## config.mk

```make
export PLATFORM = sky130hd
export DESIGN_NAME = paged_tx_fetcher
export DESIGN_NICKNAME = d
export VERILOG_FILES = /design/src/rtl/paged_tx_fetcher.sv
export SDC_FILE = /design/constraint.sdc
export NUM_CORES = 1
export LEC_CHECK = 0
export BUFFER_PORTS_ARGS = -buffer_cell sky130_fd_sc_hd__buf_2
export CAP_MARGIN = 20
export CELL_PAD_IN_SITES_DETAIL_PLACEMENT = 1
export CELL_PAD_IN_SITES_GLOBAL_PLACEMENT = 2
export CORE_ASPECT_RATIO = 2
export CORE_MARGIN = 2
export CORE_UTILIZATION = 32
export CTS_CLUSTER_DIAMETER = 80
export DETAILED_ROUTE_END_ITERATION = 16
export PLACE_DENSITY_LB_ADDON = 0.1
export SYNTH_ARGS = -nofsm -noshare
export SYNTH_HDL_FRONTEND = slang
export SYNTH_SLANG_ARGS = --single-unit
```

## constraint.sdc

```tcl
create_clock -name clk -period 4 [get_ports clk]
set_clock_uncertainty 0.1 [all_clocks]
set_input_delay 0.4 -clock clk [delete_from_list [all_inputs] [get_ports clk]]
set_output_delay 0.4 -clock clk [all_outputs]
set_load 0.05 [all_outputs]
```

## src/rtl/paged_tx_fetcher.sv

```systemverilog
module paged_tx_fetcher #(
  parameter int          PAGE_BYTES = 2048,
  parameter int          CNT_W      = 8,
  parameter int          LINK_BYTES = 12,
  parameter logic [15:0] LINK_TYPE  = 16'h1001
) (
  input  logic        clk,
  input  logic        rst_n,
  input  logic        hold_i,
  input  logic        base_lo_wr_i,
  input  logic        base_hi_wr_i,
  input  logic [31:0] base_data_i,
  input  logic        bell_i,
  output logic        rd_req_o,
  output logic [63:0] rd_addr_o,
  input  logic        rd_rsp_i,
  input  logic [31:0] rd_data_i,
  output logic        frm_valid_o,
  input  logic        frm_ready_i,
  output logic [63:0] frm_addr_o,
  output logic [15:0] frm_size_o,
  output logic [15:0] frm_type_o,
  output logic        link_evt_o,
  output logic        err_o
);
  localparam int OFF_W = $clog2(PAGE_BYTES) + 1;
  localparam logic [CNT_W-1:0] CNT_MAX = '1;

  typedef enum logic [2:0] {S_IDLE, S_HDR, S_LLO, S_LHI, S_OUT, S_ERR} st_t;

  st_t              st;
  logic [31:0]      base_lo, base_hi, link_lo;
  logic [63:0]      page;
  logic [OFF_W-1:0] off;
  logic [CNT_W-1:0] pend;
  logic [15:0]      hdr_size, hdr_type;
  logic [16:0]      hdr_pad;
  logic             link_q;

  logic [63:0] cur_addr;
  logic [16:0] sz_pad;
  logic [17:0] end_pos;
  logic        is_link, hdr_bad, take, inc;

  assign cur_addr = page + 64'(off);
  assign sz_pad   = ({1'b0, rd_data_i[15:0]} + 17'd3) & ~17'd3;
  assign end_pos  = 18'(off) + 18'(sz_pad);
  assign is_link  = rd_data_i[31:16] == LINK_TYPE;
  assign hdr_bad  = (rd_data_i[15:0] == 16'd0) || (end_pos > 18'(PAGE_BYTES)) ||
                    (is_link && rd_data_i[15:0] != 16'(LINK_BYTES));

  assign rd_req_o    = (st == S_HDR) || (st == S_LLO) || (st == S_LHI);
  assign rd_addr_o   = cur_addr + ((st == S_LLO) ? 64'd4 : (st == S_LHI) ? 64'd8 : 64'd0);
  assign frm_valid_o = st == S_OUT;
  assign frm_addr_o  = cur_addr;
  assign frm_size_o  = hdr_size;
  assign frm_type_o  = hdr_type;
  assign link_evt_o  = link_q;
  assign err_o       = st == S_ERR;

  assign take = (st == S_OUT) && frm_ready_i;
  assign inc  = bell_i && (pend != CNT_MAX || take);

  always_ff @(posedge clk or negedge rst_n) begin
    if (!rst_n) begin
      st       <= S_IDLE;
      base_lo  <= '0;
      base_hi  <= '0;
      link_lo  <= '0;
      page     <= '0;
      off      <= '0;
      pend     <= '0;
      hdr_size <= '0;
      hdr_type <= '0;
      hdr_pad  <= '0;
      link_q   <= 1'b0;
    end else if (hold_i) begin
      st     <= S_IDLE;
      pend   <= '0;
      off    <= '0;
      link_q <= 1'b0;
      page   <= {base_hi, base_lo};
      if (base_lo_wr_i) base_lo <= base_data_i;
      if (base_hi_wr_i) base_hi <= base_data_i;
    end else begin
      link_q <= 1'b0;
      pend   <= pend + CNT_W'(inc) - CNT_W'(take);
      case (st)
        S_IDLE: if (pend != '0) st <= S_HDR;
        S_HDR: if (rd_rsp_i) begin
          hdr_size <= rd_data_i[15:0];
          hdr_type <= rd_data_i[31:16];
          hdr_pad  <= sz_pad;
          if (hdr_bad)      st <= S_ERR;
          else if (is_link) st <= S_LLO;
          else              st <= S_OUT;
        end
        S_LLO: if (rd_rsp_i) begin
          link_lo <= rd_data_i;
          st      <= S_LHI;
        end
        S_LHI: if (rd_rsp_i) begin
          page   <= {rd_data_i, link_lo};
          off    <= '0;
          link_q <= 1'b1;
          st     <= S_IDLE;
        end
        S_OUT: if (frm_ready_i) begin
          off <= OFF_W'(18'(off) + 18'(hdr_pad));
          st  <= S_IDLE;
        end
        default: st <= S_ERR;
      endcase
    end
  end

  a_r1_quiet_in_hold: assert property (@(posedge clk) disable iff (!rst_n)
    hold_i |=> !rd_req_o && !frm_valid_o && !link_evt_o);

  a_r3_frame_has_credit: assert property (@(posedge clk) disable iff (!rst_n)
    frm_valid_o |-> pend != '0);

  a_r4_frame_held: assert property (@(posedge clk) disable iff (!rst_n)
    frm_valid_o && !frm_ready_i && !hold_i |=>
      frm_valid_o && $stable(frm_addr_o) && $stable(frm_size_o) && $stable(frm_type_o));

  a_r7_link_single: assert property (@(posedge clk) disable iff (!rst_n)
    link_evt_o |=> !link_evt_o);

  a_r8_err_sticky: assert property (@(posedge clk) disable iff (!rst_n)
    err_o && !hold_i |=> err_o && !rd_req_o && !frm_valid_o);
endmodule

```

==> insert_results.sql, run 1 <==
INSERT INTO impl_metrics (metric_group, metric, value, unit) VALUES
('status', 'status', 'finished with violations', ''),
('status', 'failed_checks', 'setup timing', ''),
('critical_path', 'critPathArrivalTime', '4410', 'ps'),
('routing', 'ant_nets', '0', ''),
('critical_path', 'timing.critical_path.fanout_max', '10', ''),
('clock_tree', 'cts_tree', 'built', ''),
('placed_design', 'placed_cells', '2392', ''),
('final_layout', 'final_layout_size_suffix_gt1_share', '50.4', '%'),
('floorplanning', 'dieWidth', '151', 'um'),
('critical_path', 'critical_path_class', 'reg -> out', ''),
('routing', 'postRouteWirelength', '58.3', 'mm'),
('critical_path', 'startpoint', 'page[7]$_DFFE_PN0P_', ''),
('placed_design', 'routability_congestion_estimate_from_global_placement', '0.984', ''),
('floorplanning', 'start_util', '32.4', '%'),
('worst_hold_path', 'timing.hold.worst.start', 'base_data_i[10]', ''),
('routing', 'first_pass_iters', '4', ''),
('flow_run', 'max-cap-violations', '0', ''),
('critical_path', 'critical_path.endpoint_type', 'output pin', ''),
('final_layout', 'area_used_by_sequential_logic_in_the_layout', '5610', 'um2'),
('routing', 'vias', '13168', ''),
('synth', 'ys_seq_elements', '224', ''),
('global_routing', 'grtUsageMet2', '51.1', '%'),
('final_layout', 'finalNonFillerCells', '2492', ''),
('synth', 'postSynthCellCount', '1401', ''),
('sta', 'report.final.hold_viol_count', '0', ''),
('synth', 'post_synthesis_cell_area', '13800', 'um2'),
('global_routing', 'grt.met3_usage', '2.92', '%'),
('sta', 'tightestPinTransition', '928', 'ps'),
('placed_design', 'place.detailed.hpwl', '45.8', 'mm'),
('floorplanning', 'design.die.area', '44900', 'um2'),
('global_routing', 'grtUsageMet1', '24.9', '%'),
('final_layout', 'antenna_cells_inserted', '0', ''),
('sta', 'setup-violations-final', '51', ''),
('synth', 'seq_area_frac_synth', '40.6', '%'),
('clock_tree', 'cts_max_path_buffers', '3', ''),
('synth', 'synth_ff_type', 'dfrtp_1', ''),
('clock_tree', 'clock-sinks', '224', ''),
('routing', 'route.detailed.drc', '0', ''),
('final_layout', 'num-fill-cells', '4691', ''),
('power', 'static-leakage-power', '10.3', 'nW'),
('synth', 'postSynthNetCount', '1521', ''),
('global_routing', 'grt-ovfl-total', '0', ''),
('critical_path', 'crit_required', '3500', 'ps'),
('critical_path', 'startpoint_of_the_most_critical_register_to_register_path', 'off[2]$_DFFE_PN0P_', ''),
('clock_tree', 'tritoncts_buffers', '23', ''),
('synth', 'asyncSetResetFlopFracSynth', '100', '%'),
('clock_tree', 'clk_latency', '540', 'ps'),
('clock_tree', 'htree_levels', '1', ''),
('sta', 'worst_slack', '-906', 'ps'),
('sta', 'rsz0062_at_grt', 'true', ''),
('worst_hold_path', 'hp-class', 'in -> reg', ''),
('final_layout', 'commonest_cells_after_routing_fill_and_taps_aside', 'buf_4, dfrtp_1, buf_2, mux2_2, nand2_1', ''),
('final_layout', 'synthToLayoutAreaGrowth', '56.2', '%'),
('synth', 'yosys.cell_types.count', '60', ''),
('critical_path', 'path_cells', 'ha_2, o21a_1, nor4_4, buf_4, a211o_4, buf_12, buf_12, nor4_4, xnor2_2, or3b_4, or4b_4, buf_12, nor4_4, xor2_4, buf_6', ''),
('sta', 'maxSlewViolCount', '0', ''),
('floorplanning', 'row_count', '107', ''),
('sta', 'timing.final.crit_share', '123', '%'),
('synth', 'synth-warning-count', '0', ''),
('global_routing', 'first_global_vias', '14628', ''),
('clock_tree', 'clockRootBuffer', 'clkbuf_16', ''),
('global_routing', 'antenna_found_initial', '1', ''),
('sta', 'maxClockFrequency', '204', 'MHz'),
('routing', 'vias_per_cell', '5.28', ''),
('routing', 'drtIter0Drc', '339', ''),
('power', 'ir_worst_vdd', '417', 'uV'),
('clock_tree', 'clkSlewWorstSetupHoldPaths', '70', 'ps'),
('global_routing', 'global_route.usage.total', '25.9', '%'),
('sta', 'relSlewSlack', '38.1', '%'),
('placed_design', 'dpl_cell_area', '18600', 'um2'),
('critical_path', 'max_stage_delay', '540', 'ps');
-- routing by layer --
| layer | up-vias | routed length [um] |
|---|---|---|
| met5 | - | 0 |
| met4 | 0 | 3910 |
| met3 | 133 | 1890 |
| met2 | 325 | 33200 |
| met1 | 6648 | 19300 |
| li1 | 6062 | - |
-- final cells by class --
cell class | count | share of cell area [%]
Sequential cell | 224 | 26.0
Clock inverter | 15 | 0.899
Clock buffer | 27 | 2.88
Timing Repair Buffer | 582 | 21.5
Multi-Input combinational cell | 1045 | 44.7
Inverter | 54 | 0.951
Tap cell | 545 | 3.16
-- per-stage QoR --
| step | util (%) | hold slack [ps] | TNS [ps] |
|---|---|---|---|
| 6_report | 50.7 | 21.1 | -31050 |
| 2_1_floorplan | - | 4.41 | -6190 |
| 4_1_cts | 48.9 | 0.0145 | -30930 |
| 5_1_grt | 50.7 | 14.4 | -38020 |
| 3_3_place_gp | 43.7 | 355 | -19280 |
| 3_5_place_dp | 43.7 | 366 | -21690 |
-- path summary, 6_finish.rpt --
| kind | endpoint | slack [ps] | cells after the start |
|---|---|---|---|
| setup reg to reg | st[1]$_DFFE_PN0P_ | 470 | 13 |
| setup / recovery | rd_addr_o[58] | -910 | 15 |
| max in group asynchronous | page[16]$_DFFE_PN0P_ | 2340 | 3 |
| min in group asynchronous | frm_size_o[1]$_DFFE_PN0P_ | 370 | 2 |
| hold / removal | base_lo[10]$_DFFE_PN0P_ | 20 | 2 |
| hold reg to reg | page[52]$_DFFE_PN0P_ | 380 | 2 |
-- where the power goes --
group / switching [mW] / internal, mW
Combinational: 2.94 / 1.71
Clock: 0.987 / 1.38
Sequential: 0.316 / 2.72
-- critical path, delay by kind of cell, from the launching register on --
kind	cells	cell delay [ps]
simple gates	5	1560
buf+inv	5	760
compound gates	2	530
fa+ha+maj	1	330
xor+xnor	2	300
flops	1	400
-- synthesized netlist by cell type (all sizes together) (27+ instances only) --
master    n  area [um2]
clkbuf   50         188
dfrtp   224        5610
nor2     73         274
xor2     45         394
inv      54         203
nand4    33         213
o21ai    94         470
nand3    36         180
nor4     54         418
nand2   127         479
a21oi    27         135
xnor2    79         692
mux2    137        1540
buf      28         148
ha       44         551
mux2i    65         651
nor3     44         225
-- flip-flops by register name, summed over array words and instances (netlist names) --
signal and flops:
frm_size_o 16, base_hi 32, page 64, pend 8, frm_type_o 16, off 10
st 3, link_evt_o 1, hdr_pad 10, base_lo 32, link_lo 32
-- kinds of logic after synthesis --
logic type | synth area share, %
xor+xnor | 7.87
simple gates | 17.7
flops | 40.6
fa+ha+maj | 4.57
mux | 15.9
compound gates | 9.49
buf+inv | 3.90
-- timing repair --
action	4_1_cts	5_1_grt
pin swaps	50	48
setup endpoints to repair	67	74
gates resized for setup	226	128
hold buffers	5	0
endpoints found under the hold margin	100	0
buffers inserted	29	26
cloned	3	0
Note: power is estimated with default switching activity, not from simulation.
==> inputs of run 2 (changes only) <==
--- a/config.mk
+++ b/config.mk
@@ -15,6 +15,7 @@
 export CTS_CLUSTER_DIAMETER = 80
 export DETAILED_ROUTE_END_ITERATION = 16
 export PLACE_DENSITY_LB_ADDON = 0.1
+export SKIP_CTS_REPAIR_TIMING = 1
 export SYNTH_ARGS = -nofsm -noshare
 export SYNTH_HDL_FRONTEND = slang
 export SYNTH_SLANG_ARGS = --single-unit
==> insert_results.sql, run 2 (synthesis results as in run 1) <==
INSERT INTO impl_metrics (metric_group, metric, value, unit) VALUES
('status', 'status', 'finished with violations', ''),
('status', 'failed_checks', 'setup timing', ''),
('sta', 'report.final.hold_viol_count', '0', ''),
('global_routing', 'grtUsageMet2', '49.8', '%'),
('sta', 'maxSlewViolCount', '0', ''),
('sta', 'worst_hold_slack_across_all_endpoints', '10.6', 'ps'),
('routing', 'route.detailed.drc', '0', ''),
('routing', 'vias', '13151', ''),
('floorplanning', 'boundaryPins', '236', ''),
('final_layout', 'largest_register', 'page', ''),
('critical_path', 'critPathArrivalTime', '4400', 'ps'),
('critical_path', 'path_cells', 'ha_1, o21a_1, a211oi_4, buf_4, a211o_4, clkbuf_16, buf_6, nor4_4, o22ai_2, or4_4, nand4b_1, buf_6, nor4_4, xor2_4, buf_6', ''),
('sta', 'maxClockFrequency', '204', 'MHz'),
('global_routing', 'first_global_vias', '14107', ''),
('power', 'power.internal', '5.79', 'mW'),
('sta', 'timing.final.crit_share', '122', '%'),
('final_layout', 'largest_reg_flops', '64', ''),
('placed_design', 'place.detailed.hpwl', '45.8', 'mm'),
('final_layout', 'layout.core_utilization', '50.7', '%'),
('critical_path', 'timing.critical_path.fanout_max', '7', ''),
('sta', 'worst_slack', '-897', 'ps'),
('flow_run', 'max-cap-violations', '0', ''),
('global_routing', 'grt-ovfl-total', '0', ''),
('clock_tree', 'tritoncts_buffers', '23', ''),
('final_layout', 'synthToLayoutAreaGrowth', '56.4', '%'),
('critical_path', 'worst_path_max_delay_cell', 'or4_4', ''),
('sta', 'final_period_demand_of_the_worst_path', '4900', 'ps'),
('global_routing', 'global_route.usage.total', '25.1', '%'),
('power', 'ir_worst_vdd', '417', 'uV'),
('global_routing', 'grt.met3_usage', '2.86', '%'),
('final_layout', 'final_layout_size_suffix_gt1_share', '51.0', '%'),
('routing', 'routed_wire_length_per_instance', '23.7', 'um'),
('power', 'static-leakage-power', '10.4', 'nW'),
('floorplanning', 'core-area', '42600', 'um2'),
('final_layout', 'leading_cell_type_in_the_layout_fill_and_taps_excluded', 'buf_4', ''),
('global_routing', 'grt_start_max_net_pins', '99', ''),
('placed_design', 'routability_congestion_estimate_from_global_placement', '0.984', ''),
('sta', 'tightestPinTransition', '935', 'ps'),
('critical_path', 'max_stage_delay', '570', 'ps'),
('floorplanning', 'dieWidth', '151', 'um'),
('clock_tree', 'htree_levels', '1', ''),
('floorplanning', 'design.die.area', '44900', 'um2'),
('worst_hold_path', 'hp-class', 'in -> reg', ''),
('critical_path', 'critical_path.endpoint_type', 'output pin', ''),
('routing', 'drtIter0Drc', '404', ''),
('power', 'power.clock.fraction', '23.6', '%'),
('sta', 'setup-violations-final', '50', ''),
('critical_path', 'crit_required', '3500', 'ps'),
('floorplanning', 'vertical_die_dimension', '298', 'um'),
('critical_path', 'critPathBufInv', '5', ''),
('placed_design', 'buffer_ports.inserted', '235', ''),
('routing', 'ant_nets', '0', ''),
('floorplanning', 'start_util', '32.4', '%'),
('routing', 'postRouteWirelength', '59.1', 'mm'),
('critical_path', 'critical_path_class', 'reg -> out', ''),
('clock_tree', 'cts_tree', 'built', ''),
('global_routing', 'grtUsageMet1', '24.3', '%'),
('global_routing', 'antenna_found_initial', '3', ''),
('final_layout', 'final_net_count', '2049', ''),
('clock_tree', 'cts_max_path_buffers', '3', ''),
('global_routing', 'grt_first_pass_wirelength', '84.4', 'mm'),
('sta', 'rsz0062_at_grt', 'true', ''),
('placed_design', 'place_ws', '-816', 'ps'),
('power', 'switching_power_total', '4.26', 'mW'),
('routing', 'first_pass_iters', '4', ''),
('power', 'p_per_area', '465', 'nW/um2'),
('clock_tree', 'clk_latency', '540', 'ps'),
('power', 'comb_power_share', '46.2', '%'),
('sta', 'relSlewSlack', '37.7', '%'),
('final_layout', 'commonest_cells_after_routing_fill_and_taps_aside', 'buf_4, dfrtp_1, buf_2, mux2_2, nand2_1', ''),
('power', 'power.share.switching', '42.3', '%'),
('routing', 'vias_per_cell', '5.28', ''),
('critical_path', 'critPathMostFrequentCell', 'buf_6', ''),
('clock_tree', 'clockRootBuffer', 'clkbuf_16', ''),
('power', 'seqPwrFrac', '30.3', '%'),
('critical_path', 'r2r_setup_slack', '430', 'ps'),
('global_routing', 'globalRoute.busiestLayer', 'met2', ''),
('floorplanning', 'row_count', '107', ''),
('critical_path', 'critPathLaunchType', 'flip-flop', ''),
('critical_path', 'family_with_the_most_delay_on_the_worst_path', 'simple AND/OR/NAND/NOR gates', ''),
('clock_tree', 'clock-sinks', '224', ''),
('clock_tree', 'clkSlewWorstSetupHoldPaths', '70', 'ps');
==> run 2: changes by cell type in the layout (fill, tap and decap cells not counted), moves of 4 or more <==
cell,delta
buf_12,-4
dfrtp_2,+4
nor4_2,-4
dfrtp_1,-4
nor4_4,+6
buf_6,+8
dlygate4sd3_1,-4
==> run 2: worst register-to-register path: cells and delay by family (launching register included) <==
kind            cells  cell delay, ps
fa+ha+maj           1             300
compound gates      6            1380
buf+inv             2             280
simple gates        3            1010
flops               1             410
==> run 2: worst paths after layout <==
check	from	depth (start not counted)	endpoint
min reg2reg	base_hi[20]$_DFFE_PN0P_	2	page[52]$_DFFE_PN0P_
min in group asynchronous	rst_n	2	frm_size_o[1]$_DFFE_PN0P_
min	base_data_i[8]	2	base_hi[8]$_DFFE_PN0P_
max reg2reg	off[4]$_DFFE_PN0P_	12	st[1]$_DFFE_PN0P_
max	page[5]$_DFFE_PN0P_	15	rd_addr_o[60]
max in group asynchronous	rst_n	3	page[16]$_DFFE_PN0P_
==> run 2: routing by layer <==
| metal | vias to the layer above | wire (um) |
|---|---|---|
| li1 | 6048 | - |
| met1 | 6639 | 19600 |
| met2 | 316 | 33600 |
| met3 | 146 | 1910 |
| met4 | 2 | 3910 |
| met5 | - | 13 |
==> run 2: layout make-up <==
type	instances	area, um2
fill	4699	21000
clock buffer	27	621
tap	545	682
multi-input combinational	1045	9690
inverter	54	203
timing repair buffer	581	4600
antenna	1	2.50
clock inverter	15	194
sequential	224	5610
==> run 2: per-stage QoR <==
stage / setup TNS (ps) / std cells / power, mW / instance area [um2]
2_1_floorplan: -6190 / 1401 / 5.95 / 14800
3_3_place_gp: -19280 / 2392 / 7.33 / 18600
3_5_place_dp: -21690 / 2392 / 7.43 / 18600
4_1_cts: -53790 / 2434 / 9.85 / 19400
5_1_grt: -36380 / 2491 / 10.6 / 21600
6_report: -29150 / 2492 / 10.0 / 21600
==> run 2: power groups by stage <==
stage,logic (mW),registers (mW),clock network [mW]
2_1_floorplan,2.39,3.56,0
3_3_place_gp,4.29,3.05,0
3_5_place_dp,4.36,3.07,0
4_1_cts,4.37,3.03,2.45
5_1_grt,4.94,3.10,2.52
6_report,4.64,3.04,2.37
==> inputs of run 3 (changes only) <==
--- a/config.mk
+++ b/config.mk
@@ -15,6 +15,7 @@
 export CTS_CLUSTER_DIAMETER = 80
 export DETAILED_ROUTE_END_ITERATION = 16
 export PLACE_DENSITY_LB_ADDON = 0.1
+export SETUP_SLACK_MARGIN = 0.02
 export SKIP_CTS_REPAIR_TIMING = 1
 export SYNTH_ARGS = -nofsm -noshare
 export SYNTH_HDL_FRONTEND = slang
==> insert_results.sql, run 3 (synthesis results as in run 1) <==
INSERT INTO impl_metrics (metric_group, metric, value, unit) VALUES
('status', 'status', 'finished with violations', ''),
('status', 'failed_checks', 'setup timing', ''),
('clock_tree', 'tritoncts_buffers', '24', ''),
('global_routing', 'first_global_vias', '14118', ''),
('critical_path', 'critPathLaunchType', 'flip-flop', ''),
('sta', 'worst_slack', '-923', 'ps'),
('final_layout', 'num-fill-cells', '4669', ''),
('critical_path', 'r2r_setup_slack', '450', 'ps'),
('sta', 'report.final.hold_viol_count', '0', ''),
('critical_path', 'r2r-end', 'st[1]$_DFFE_PN0P_', ''),
('floorplanning', 'core-area', '42600', 'um2'),
('sta', 'worst_hold_slack_across_all_endpoints', '3.68', 'ps'),
('floorplanning', 'start_util', '32.4', '%'),
('critical_path', 'rr_worst_depth', '12', ''),
('sta', 'timing.final.crit_share', '123', '%'),
('worst_hold_path', 'hp-class', 'in -> reg', ''),
('routing', 'vias', '13101', ''),
('final_layout', 'commonest_cells_after_routing_fill_and_taps_aside', 'buf_4, dfrtp_1, buf_2, mux2_2, nand2_1', ''),
('clock_tree', 'clkSlewWorstSetupHoldPaths', '70', 'ps'),
('floorplanning', 'boundaryPins', '236', ''),
('sta', 'setup-violations-final', '50', ''),
('sta', 'tightestPinTransition', '1060', 'ps'),
('placed_design', 'buffer_ports.inserted', '235', ''),
('clock_tree', 'htree_levels', '1', ''),
('sta', 'timing.setup.tns', '-30570', 'ps'),
('critical_path', 'crit_required', '3500', 'ps'),
('global_routing', 'global_route.usage.total', '25.3', '%'),
('power', 'switching_power_total', '4.25', 'mW'),
('power', 'ir_worst_vdd', '373', 'uV'),
('final_layout', 'area_used_by_sequential_logic_in_the_layout', '5610', 'um2'),
('placed_design', 'routability_congestion_estimate_from_global_placement', '0.942', ''),
('critical_path', 'startpoint_of_the_most_critical_register_to_register_path', 'off[4]$_DFFE_PN0P_', ''),
('worst_hold_path', 'timing.hold.worst.start', 'base_data_i[1]', ''),
('sta', 'maxSlewViolCount', '0', ''),
('clock_tree', 'clockRootBuffer', 'clkbuf_16', ''),
('placed_design', 'place.detailed.hpwl', '45.6', 'mm'),
('floorplanning', 'design.die.area', '44900', 'um2'),
('critical_path', 'critical_path.endpoint_type', 'output pin', ''),
('global_routing', 'antenna_found_initial', '1', ''),
('routing', 'drtIter0Drc', '321', ''),
('clock_tree', 'clock-sinks', '224', ''),
('clock_tree', 'cts_tree', 'built', ''),
('critical_path', 'critical_path_class', 'reg -> out', ''),
('final_layout', 'synthToLayoutAreaGrowth', '53.5', '%'),
('final_layout', 'multiInputGateArea', '9520', 'um2'),
('placed_design', 'dpl_cell_area', '18600', 'um2'),
('routing', 'ant_nets', '0', ''),
('global_routing', 'grt_first_pass_wirelength', '85.3', 'mm'),
('flow_run', 'max-cap-violations', '0', ''),
('power', 'seqPwrFrac', '30.6', '%'),
('power', 'static-leakage-power', '10.2', 'nW'),
('sta', 'maxClockFrequency', '203', 'MHz'),
('floorplanning', 'dieWidth', '151', 'um'),
('clock_tree', 'cts_max_path_buffers', '3', ''),
('worst_hold_path', 'worstHoldPathCells', '2', ''),
('final_layout', 'leading_cell_type_in_the_layout_fill_and_taps_excluded', 'buf_4', ''),
('final_layout', 'final_net_count', '2036', ''),
('critical_path', 'critPathArrivalTime', '4420', 'ps'),
('floorplanning', 'row_count', '107', ''),
('routing', 'routed_wire_length_per_instance', '23.6', 'um'),
('power', 'p_per_area', '467', 'nW/um2'),
('final_layout', 'final_layout_size_suffix_gt1_share', '49.7', '%'),
('sta', 'final_period_demand_of_the_worst_path', '4920', 'ps'),
('critical_path', 'timing.critical_path.fanout_max', '10', ''),
('worst_hold_path', 'hold_end', 'base_hi[1]$_DFFE_PN0P_', ''),
('sta', 'rsz0062_at_grt', 'true', ''),
('final_layout', 'largest_reg_flops', '64', ''),
('routing', 'first_pass_iters', '4', ''),
('floorplanning', 'vertical_die_dimension', '298', 'um'),
('routing', 'route.detailed.drc', '0', ''),
('routing', 'vias_per_cell', '5.28', ''),
('global_routing', 'grt_start_max_net_pins', '108', ''),
('power', 'power.share.switching', '42.9', '%'),
('power', 'comb_power_share', '46.6', '%'),
('global_routing', 'grt-ovfl-total', '0', ''),
('final_layout', 'largest_register', 'page', ''),
('sta', 'relSlewSlack', '29.1', '%'),
('final_layout', 'fin_area', '21200', 'um2'),
('power', 'power.clock.fraction', '22.8', '%'),
('routing', 'postRouteWirelength', '58.5', 'mm'),
('clock_tree', 'clk_latency', '550', 'ps'),
('power', 'power.internal', '5.66', 'mW');
-- run 3: how the worst max path moves through the flow --
stage,from,endpoint,slack [ps],cells after the start
floorplan,off[3]$_DFFE_PN0P_,rd_addr_o[59],-330,10
finish,page[3]$_DFFE_PN0P_,rd_addr_o[52],-920,15
CTS,page[3]$_DFFE_PN0P_,rd_addr_o[49],-1290,14
global route,page[5]$_DFFE_PN0P_,rd_addr_o[62],-1100,16
detailed placement,page[3]$_DFFE_PN0P_,rd_addr_o[49],-710,14
global placement,page[3]$_DFFE_PN0P_,rd_addr_o[49],-680,14
-- run 3: through the flow --
step / utilization [%] / worst slack [ps] / cells / power, mW
detailed placement: 43.7 / -708 / 2391 / 7.44
global route: 49.8 / -1100 / 2479 / 10.4
CTS: 45.6 / -1290 / 2434 / 9.74
finish: 49.8 / -923 / 2479 / 9.91
global placement: 43.7 / -675 / 2391 / 7.35
floorplan: - / -326 / 1401 / 5.95
-- run 3: power by group through the flow --
| stage | clock network (mW) | logic, mW | registers [mW] |
|---|---|---|---|
| 6_report | 2.26 | 4.61 | 3.03 |
| 5_1_grt | 2.40 | 4.92 | 3.10 |
| 3_3_place_gp | 0 | 4.30 | 3.04 |
| 3_5_place_dp | 0 | 4.37 | 3.07 |
| 2_1_floorplan | 0 | 2.39 | 3.56 |
| 4_1_cts | 2.33 | 4.38 | 3.03 |
-- run 3: layer usage --
layer  share of wire [%]  up-vias  track usage [%]
met5                   0        -                0
met4                 7.2        0             13.9
met3                 3.0      140             2.57
met2                  57      302             49.9
met1                  33     6647             24.7
li1                    -     6012                -
-- run 3: layout make-up --
cell class                 count  share of cell area [%]
clock buffer                  32                    3.16
timing repair buffer         567                    20.8
multi-input combinational   1045                    44.9
clock inverter                11                   0.531
sequential                   224                    26.4
inverter                      54                   0.968
tap                          545                    3.22
antenna                        1                  0.0118
-- run 3: critical path: stages (launching register included) --
cell,delay (ps)
dfrtp_1,410
ha_4,260
a211o_1,320
a211oi_2,330
buf_4,180
a211o_4,170
buf_12,150
buf_12,110
nor3_4,40
mux2i_2,160
or3b_4,400
or4b_4,540
buf_12,180
nor4_4,310
xnor2_2,160
buf_6,180
